==> config.mk <==
export PLATFORM = sky130hd
export DESIGN_NAME = fan_boot_duty
export DESIGN_NICKNAME = d
export VERILOG_FILES = /design/src/rtl/fbd_pkg.sv /design/src/rtl/fbd_regs.sv /design/src/rtl/fbd_strap.sv /design/src/rtl/fbd_sel.sv /design/src/rtl/fbd_fsm.sv /design/src/rtl/fan_boot_duty.sv
export SDC_FILE = /design/constraint.sdc
export NUM_CORES = 1
export LEC_CHECK = 0
export ABC_CLOCK_PERIOD_IN_PS = 2400
export BUFFER_PORTS_ARGS = -buffer_cell sky130_fd_sc_hd__buf_2
export CORE_ASPECT_RATIO = 1.5
export CORE_MARGIN = 8
export CORE_UTILIZATION = 45
export CTS_CLUSTER_SIZE = 14
export DETAILED_ROUTE_END_ITERATION = 16
export PLACE_DENSITY = 0.78
export SYNTH_ARGS = -nofsm -noshare
export SYNTH_HDL_FRONTEND = slang
export SYNTH_SLANG_ARGS = --single-unit
==> constraint.sdc <==
create_clock -name clk -period 2.4 [get_ports clk]
set_input_delay 0.6 -clock clk [delete_from_list [all_inputs] [get_ports clk]]
set_output_delay 0.6 -clock clk [all_outputs]
set_load 0.01 [all_outputs]
==> src/rtl/fbd_pkg.sv <==
package fbd_pkg;
    localparam int DUTY_W = 8;
    localparam int ADDR_W = 4;

    localparam logic [ADDR_W-1:0] ADDR_DUTY = 4'h0;
    localparam logic [ADDR_W-1:0] ADDR_STAT = 4'h1;

    localparam logic [DUTY_W-1:0] DUTY_FULL  = 8'hFF;
    localparam logic [DUTY_W-1:0] DUTY_FORTY = 8'h66;
    localparam logic [DUTY_W-1:0] DUTY_RST   = 8'h66;

    localparam int STAT_STRAP_BIT = 0;
    localparam int STAT_PROG_BIT  = 1;

    typedef enum logic [1:0] {
        ST_OFF  = 2'd0,
        ST_LOAD = 2'd1,
        ST_RUN  = 2'd2
    } boot_state_t;
endpackage

==> src/rtl/fbd_regs.sv <==
module fbd_regs
    import fbd_pkg::*;
#(
    parameter int DW = DUTY_W,
    parameter int AW = ADDR_W,
    parameter logic [DW-1:0] RST_VAL = DUTY_RST
) (
    input  logic          clk,
    input  logic          rst_n,
    input  logic [AW-1:0] addr,
    input  logic [DW-1:0] wdata,
    input  logic          wr,
    input  logic          strap_bit,
    output logic [DW-1:0] rdata,
    output logic [DW-1:0] stored_duty,
    output logic          prog_flag
);
    logic duty_hit;
    logic [DW-1:0] stat_word;

    assign duty_hit = wr && (addr == ADDR_DUTY[AW-1:0]);

    always_ff @(posedge clk or negedge rst_n) begin
        if (!rst_n) begin
            stored_duty <= RST_VAL;
            prog_flag   <= 1'b0;
        end else if (duty_hit) begin
            stored_duty <= wdata;
            prog_flag   <= 1'b1;
        end
    end

    always_comb begin
        stat_word = '0;
        stat_word[STAT_STRAP_BIT] = strap_bit;
        stat_word[STAT_PROG_BIT]  = prog_flag;
    end

    always_comb begin
        unique case (addr)
            ADDR_DUTY[AW-1:0]: rdata = stored_duty;
            ADDR_STAT[AW-1:0]: rdata = stat_word;
            default:           rdata = '0;
        endcase
    end


    flag_on_write_chk: assert property (@(posedge clk) disable iff (!rst_n)
        duty_hit |=> (prog_flag && stored_duty == $past(wdata)));


    flag_sticky_chk: assert property (@(posedge clk) disable iff (!rst_n)
        prog_flag |=> prog_flag);


    duty_hold_chk: assert property (@(posedge clk) disable iff (!rst_n)
        (wr && addr != ADDR_DUTY[AW-1:0]) |=> $stable(stored_duty));
endmodule

==> src/rtl/fbd_strap.sv <==
module fbd_strap (
    input  logic clk,
    input  logic rst_n,
    input  logic capture,
    input  logic strap_in,
    output logic strap_q
);
    always_ff @(posedge clk or negedge rst_n) begin
        if (!rst_n)       strap_q <= 1'b1;
        else if (capture) strap_q <= strap_in;
    end


    strap_hold_chk: assert property (@(posedge clk) disable iff (!rst_n)
        !capture |=> $stable(strap_q));
endmodule

==> src/rtl/fbd_sel.sv <==
module fbd_sel
    import fbd_pkg::*;
#(
    parameter int DW = DUTY_W,
    parameter logic [DW-1:0] FULL_VAL  = DUTY_FULL,
    parameter logic [DW-1:0] FORTY_VAL = DUTY_FORTY
) (
    input  logic          prog_flag,
    input  logic [DW-1:0] stored_duty,
    input  logic          strap,
    output logic [DW-1:0] init_duty
);
    logic [DW-1:0] fallback;

    assign fallback  = strap ? FORTY_VAL : FULL_VAL;
    assign init_duty = prog_flag ? stored_duty : fallback;
endmodule

==> src/rtl/fbd_fsm.sv <==
module fbd_fsm
    import fbd_pkg::*;
#(
    parameter int DW = DUTY_W,
    parameter logic [DW-1:0] FULL_VAL = DUTY_FULL
) (
    input  logic          clk,
    input  logic          rst_n,
    input  logic          pwr_good,
    input  logic [DW-1:0] init_duty,
    output logic          load_en,
    output logic [DW-1:0] duty_out,
    output logic          duty_vld,
    output logic          handoff
);
    boot_state_t state, state_nx;
    logic [DW-1:0] duty_q;

    assign load_en = (state == ST_OFF) && pwr_good;

    always_comb begin
        state_nx = state;
        unique case (state)
            ST_OFF:  if (pwr_good) state_nx = ST_LOAD;
            ST_LOAD: state_nx = pwr_good ? ST_RUN : ST_OFF;
            ST_RUN:  if (!pwr_good) state_nx = ST_OFF;
            default: state_nx = ST_OFF;
        endcase
    end

    always_ff @(posedge clk or negedge rst_n) begin
        if (!rst_n) state <= ST_OFF;
        else        state <= state_nx;
    end

    always_ff @(posedge clk or negedge rst_n) begin
        if (!rst_n)       duty_q <= FULL_VAL;
        else if (load_en) duty_q <= init_duty;
    end

    always_comb begin
        duty_out = FULL_VAL;
        duty_vld = 1'b0;
        handoff  = 1'b0;
        unique case (state)
            ST_OFF:  duty_out = FULL_VAL;
            ST_LOAD: begin duty_out = duty_q; duty_vld = 1'b1; end
            ST_RUN:  begin duty_out = duty_q; handoff  = 1'b1; end
            default: duty_out = FULL_VAL;
        endcase
    end


    vld_single_chk: assert property (@(posedge clk) disable iff (!rst_n)
        duty_vld |=> !duty_vld);


    load_follows_rise_chk: assert property (@(posedge clk) disable iff (!rst_n)
        load_en |=> duty_vld);


    handoff_after_vld_chk: assert property (@(posedge clk) disable iff (!rst_n)
        (duty_vld && pwr_good) |=> (handoff && $stable(duty_out)));
endmodule

==> src/rtl/fan_boot_duty.sv <==
module fan_boot_duty
    import fbd_pkg::*;
#(
    parameter int DW = DUTY_W,
    parameter int AW = ADDR_W
) (
    input  logic          clk,
    input  logic          sb_rst_n,
    input  logic          pwr_good,
    input  logic          strap_in,
    input  logic [AW-1:0] reg_addr,
    input  logic [DW-1:0] reg_wdata,
    input  logic          reg_wr,
    output logic [DW-1:0] reg_rdata,
    output logic [DW-1:0] duty_out,
    output logic          duty_vld,
    output logic          ctrl_handoff
);
    logic          load_en;
    logic          strap_q;
    logic          prog_flag;
    logic [DW-1:0] stored_duty;
    logic [DW-1:0] init_duty;

    fbd_regs #(.DW(DW), .AW(AW), .RST_VAL(DUTY_RST)) regs_i (
        .clk(clk), .rst_n(sb_rst_n), .addr(reg_addr), .wdata(reg_wdata),
        .wr(reg_wr), .strap_bit(strap_q), .rdata(reg_rdata),
        .stored_duty(stored_duty), .prog_flag(prog_flag)
    );

    fbd_strap strap_i (
        .clk(clk), .rst_n(sb_rst_n), .capture(load_en),
        .strap_in(strap_in), .strap_q(strap_q)
    );

    fbd_sel #(.DW(DW), .FULL_VAL(DUTY_FULL), .FORTY_VAL(DUTY_FORTY)) sel_i (
        .prog_flag(prog_flag), .stored_duty(stored_duty),
        .strap(strap_in), .init_duty(init_duty)
    );

    fbd_fsm #(.DW(DW), .FULL_VAL(DUTY_FULL)) fsm_i (
        .clk(clk), .rst_n(sb_rst_n), .pwr_good(pwr_good),
        .init_duty(init_duty), .load_en(load_en), .duty_out(duty_out),
        .duty_vld(duty_vld), .handoff(ctrl_handoff)
    );


    off_full_duty_chk: assert property (@(posedge clk) disable iff (!sb_rst_n)
        !pwr_good |=> (duty_out == DUTY_FULL && !duty_vld && !ctrl_handoff));


    stored_used_chk: assert property (@(posedge clk) disable iff (!sb_rst_n)
        (load_en && prog_flag) |=> (duty_out == $past(stored_duty)));
endmodule

* Word level (Yosys, flattened, before mapping)
Cells that the tools add are included.
Word-level totals: input bits 17, register bits 20
Cells by class: muxes and demuxes 10, reductions and logical operators 6, eq/ne operators 5
Operators with widths (count):
- $mux W8 | 3
- $pmux W8 S2 | 1
- $mux W2 | 3
- $pmux W2 S3 | 1
- $eq A4 B1 Y1 const B | 1
- $logic_not A4 Y1 | 1
- $ne A2 B2 Y1 const B | 2
- $eq A2 B1 Y1 const B | 1
- $eq A2 B2 Y1 const B | 1
- $logic_and A1 B1 Y1 | 2
- $logic_not A2 Y1 | 1
- $mux W1 | 2
- $reduce_and A2 Y1 | 1
- $reduce_or A2 Y1 | 1

* Depth between registers and ports, before layout
depth in word-level cells 3, mapped depth 6, depth with buffers taken out 5

* By module
A second synthesis with hierarchy kept.
Unflattened totals: cells, all modules 80, area total of the unflattened synthesis 1052.3 sq um
By module, submodules not included:
- fbd_fsm | times used 1, seq. area each 260.2 sq um, area an instance 511.7 sq um, cells each 39
- fbd_regs | times used 1, seq. area each 230.2 sq um, area an instance 437.9 sq um, cells each 30
- fbd_sel | times used 1, seq. area each 0.0 sq um, area an instance 61.3 sq um, cells each 9
- fbd_strap | times used 1, seq. area each 26.3 sq um, area an instance 41.3 sq um, cells each 2

* Worst setup path before layout
OpenSTA, ideal clock, no wires.
kind input port to output port, start point input reg_addr[0], end point output reg_rdata[2], data arrival time 1.208 ns, stages 2, path slack 0.592 ns, path buffers 0, cell sequence nor4_4 -> and2_2
Between the ends: word-level cells in the longest chain between the ends 2
Ends and longest elaborated chain:
- start: declaration | line fan_boot_duty.sv:11 | input logic [AW-1:0] reg_addr,
- $eq A4 B1 Y1 / $logic_not A4 Y1 (equally long branches) | line fbd_regs.sv:40 | unique case (addr)
- $pmux W8 S2 * | line fbd_regs.sv:40
- end: declaration | line fan_boot_duty.sv:14 | output logic [DW-1:0] reg_rdata,
Mark *: on every way between the ends. The rest lies on a longest branch, timed or not.

* Final worst setup path
start point input reg_addr[0], end point output reg_rdata[6]
The elaborated chain is that of the path after synthesis.

==> out/metrics.yaml <==
sta:
  fmax_mhz: 456
  finalSetupViolCount: 0
  clock_skew_ps: 1.29
  fin_setup_tns_ps: 0
  max_slew_margin_pct: 68.2
  drv_slew: 0
  fin_ws_ps: 207
  hold_viol_final: 0
  rsz0062_at_grt: "no"
  fin_crit_sh_pct: 91.4
  tightestPinTransition_ps: 474
  period_minus_slack_ps: 2190
drt:
  drtAntennaViolNets: 0
  num_vias: 757
  wl_per_cell_um: 13.4
  drtPass1Iterations: 4
  wl_um: 2020
  via_per_inst: 5.05
  drt_iter0_drc: 12
  drc: 0
synth:
  synth_top_family_by_area: "simple AND/OR/NAND/NOR gates"
  synth_compound_area_share_pct: 6.90
  syn_inst: 91
  synthXorXnorAreaFrac_pct: 0
  synthArstFlopShare_pct: 100
  syn_nets: 112
  synth_most_common_cell: "dfstp_2"
  synthTopCellsByArea: "dfstp_2 (34%), dfrtp_1 (17%), mux2_2 (11%)"
  yosys_warnings: 0
  synth_area_um2: 1020
  synthSimpleGateAreaFrac_pct: 21.8
  postSynth.topFlopCell: "dfstp_2"
  synth-seq-cells: 20
  ys_seq_area_share_pct: 50.9
  ys_top_cells_by_count: "dfstp_2 (13), nand2_1 (12), mux2_2 (10), o21ai_0 (10), nand2b_1 (8)"
  synth-edff-count: 0
  yosys.area.top_type: "dfstp_2"
  ys_types: 18
  synth.top_cell.area_share_pct: 33.6
  synth_fa_ha_area_share_pct: 4.93
  syn_avg_cell_area_um2: 11.2
  synth_mux_area_share_pct: 14.0
clocking:
  cts-buffers-inserted: 3
  postCtsSetupRepairBufs: 0
  path_clk_slew_ps: 100
  cts_root_buf: "clkbuf_4"
  clock_path_buffers: 2
  insertion_delay_ps: 300
  htree_levels: 1
  cts_tree: "done"
  ctsResizeCount: 0
  cts.sink_count: 20
  postCtsHoldBufs: 0
cells_and_area:
  regArea_um2: 517
  antennaDiodeCount: 0
  multiInputGateArea_um2: 484
  nFillCells: 207
  layout.nets: 149
  drive_above_1_share_pct: 54.3
  finalNonFillerCells: 150
  syn_to_final_growth_pct: 22.4
  finish.utilization_pct: 57.0
placement:
  placed_cells: 146
  gp_congestion: 0.702
  portBuffers: 34
  pre_cts_ws_ps: 224
global_route:
  overflow: 0
  grt_pass1_vias: 816
  antenna_found_initial: 0
  grt_use_total_pct: 10.7
  grt_max_degree: 21
  grt_pass1_wl_um: 3370
pwr:
  total_power_uw: 1400
  netSwitchingFraction_pct: 36.1
  internal_power_uw: 893
  power.density_nw_per_um2: 1120
  pwr-share-comb_pct: 43.5
  p_sw_uw: 504
  p_leak_uw: 0.000598
  clkPwrFrac_pct: 13.6
  ir_worst_vdd_mv: 0.559
  power_frac_seq_pct: 42.9
critical_path:
  cp_max_fo: 7
  critPathKind: "in -> out"
  cp-start-kind: "input pin"
  cp.arrival_ps: 1590
  critPathRequiredTime_ps: 1800
  cp-end-kind: "primary output"
die:
  io_pins: 35
  die_y_um: 74.2
  core_area_um2: 2180
  die_w_um: 54.8
  die_area_um2: 4070
  rows: 21
  start_util_pct: 46.6
run:
  cap_viol_max_count: 0
status:
  status: "complete, no violations"
worst_hold_path:
  min_path_type: "in -> async"
-- power by group through the flow --
stage | combinational, uW | clock, uW | sequential (uW)
5_1_grt | 693 | 208 | 618
2_1_floorplan | 418 | 0 | 575
4_1_cts | 622 | 194 | 600
3_5_place_dp | 620 | 0 | 606
3_3_place_gp | 593 | 0 | 597
6_report | 607 | 190 | 600
-- layout make-up --
| type | instances | area share, % |
|---|---|---|
| Clock buffer | 4 | 2.92 |
| Inverter | 2 | 0.604 |
| Multi-Input combinational cell | 67 | 38.9 |
| Sequential cell | 20 | 41.5 |
| Tap cell | 23 | 2.31 |
| Timing Repair Buffer | 34 | 13.7 |
-- routing by layer --
layer  track usage, %  vias up  wire, um
met5                0        -         0
met2             18.3       25      1040
met1             12.0      351       819
met4             5.77        0        30
li1                 -      377         -
met3             1.60        4       129
-- worst paths after layout --
path / from / to / slack [ps] / cells after the start
min reg2reg: fsm_i.duty_q[5] / fsm_i.duty_q[5] / 480 / 2
max in group asynchronous: sb_rst_n / fsm_i.duty_q[0] / 1860 / 1
min: sb_rst_n / regs_i.stored_duty[7] / 220 / 1
max: reg_addr[0] / reg_rdata[6] / 210 / 4
min in group clk: fsm_i.duty_q[5] / fsm_i.duty_q[5] / 480 / 2
max reg2reg: fsm_i.state[1] / strap_i.strap_q / 900 / 4
-- through the flow --
stage	hold WS (ps)	instance area (um^2)
after floorplan	304	1020
final	217	1240
after detailed placement	469	1210
after global placement	464	1210
after global routing	237	1240
after CTS	225	1240
-- sequential cells by signal (all words and copies together), names as in the netlist --
signal,count
regs_i.prog_flag,1
fsm_i.duty_q,8
regs_i.stored_duty,8
strap_i.strap_q,1
fsm_i.state,2
-- cells by family after synthesis --
family	after synthesis
AO/OA/AOI/OAI	14
flip-flops	20
AND/OR/NAND/NOR	36
buffers and inverters	4
multiplexers	13
adder cells (fa/ha/maj)	4
-- worst max-delay path, cell delays in order --
cell and delay (ps):
buf_2 130, nor4_4 490, and2_2 240, buf_2 130
-- cells in the final DEF (no fill, tap or decap) --
cell,n
nor2b_1,4
mux2_2,10
nor4_1,2
dfstp_2,13
dfrtp_1,7
mux2i_1,3
clkbuf_4,3
o21ai_0,10
a21oi_1,4
clkbuf_8,1
nor4_4,1
or2b_1,1
buf_2,34
and2_2,6
ha_1,4
inv_1,2
nand2_4,1
nand2_1,12
nor2_1,1
nand2b_1,8
(Power assumes the default switching activity.)
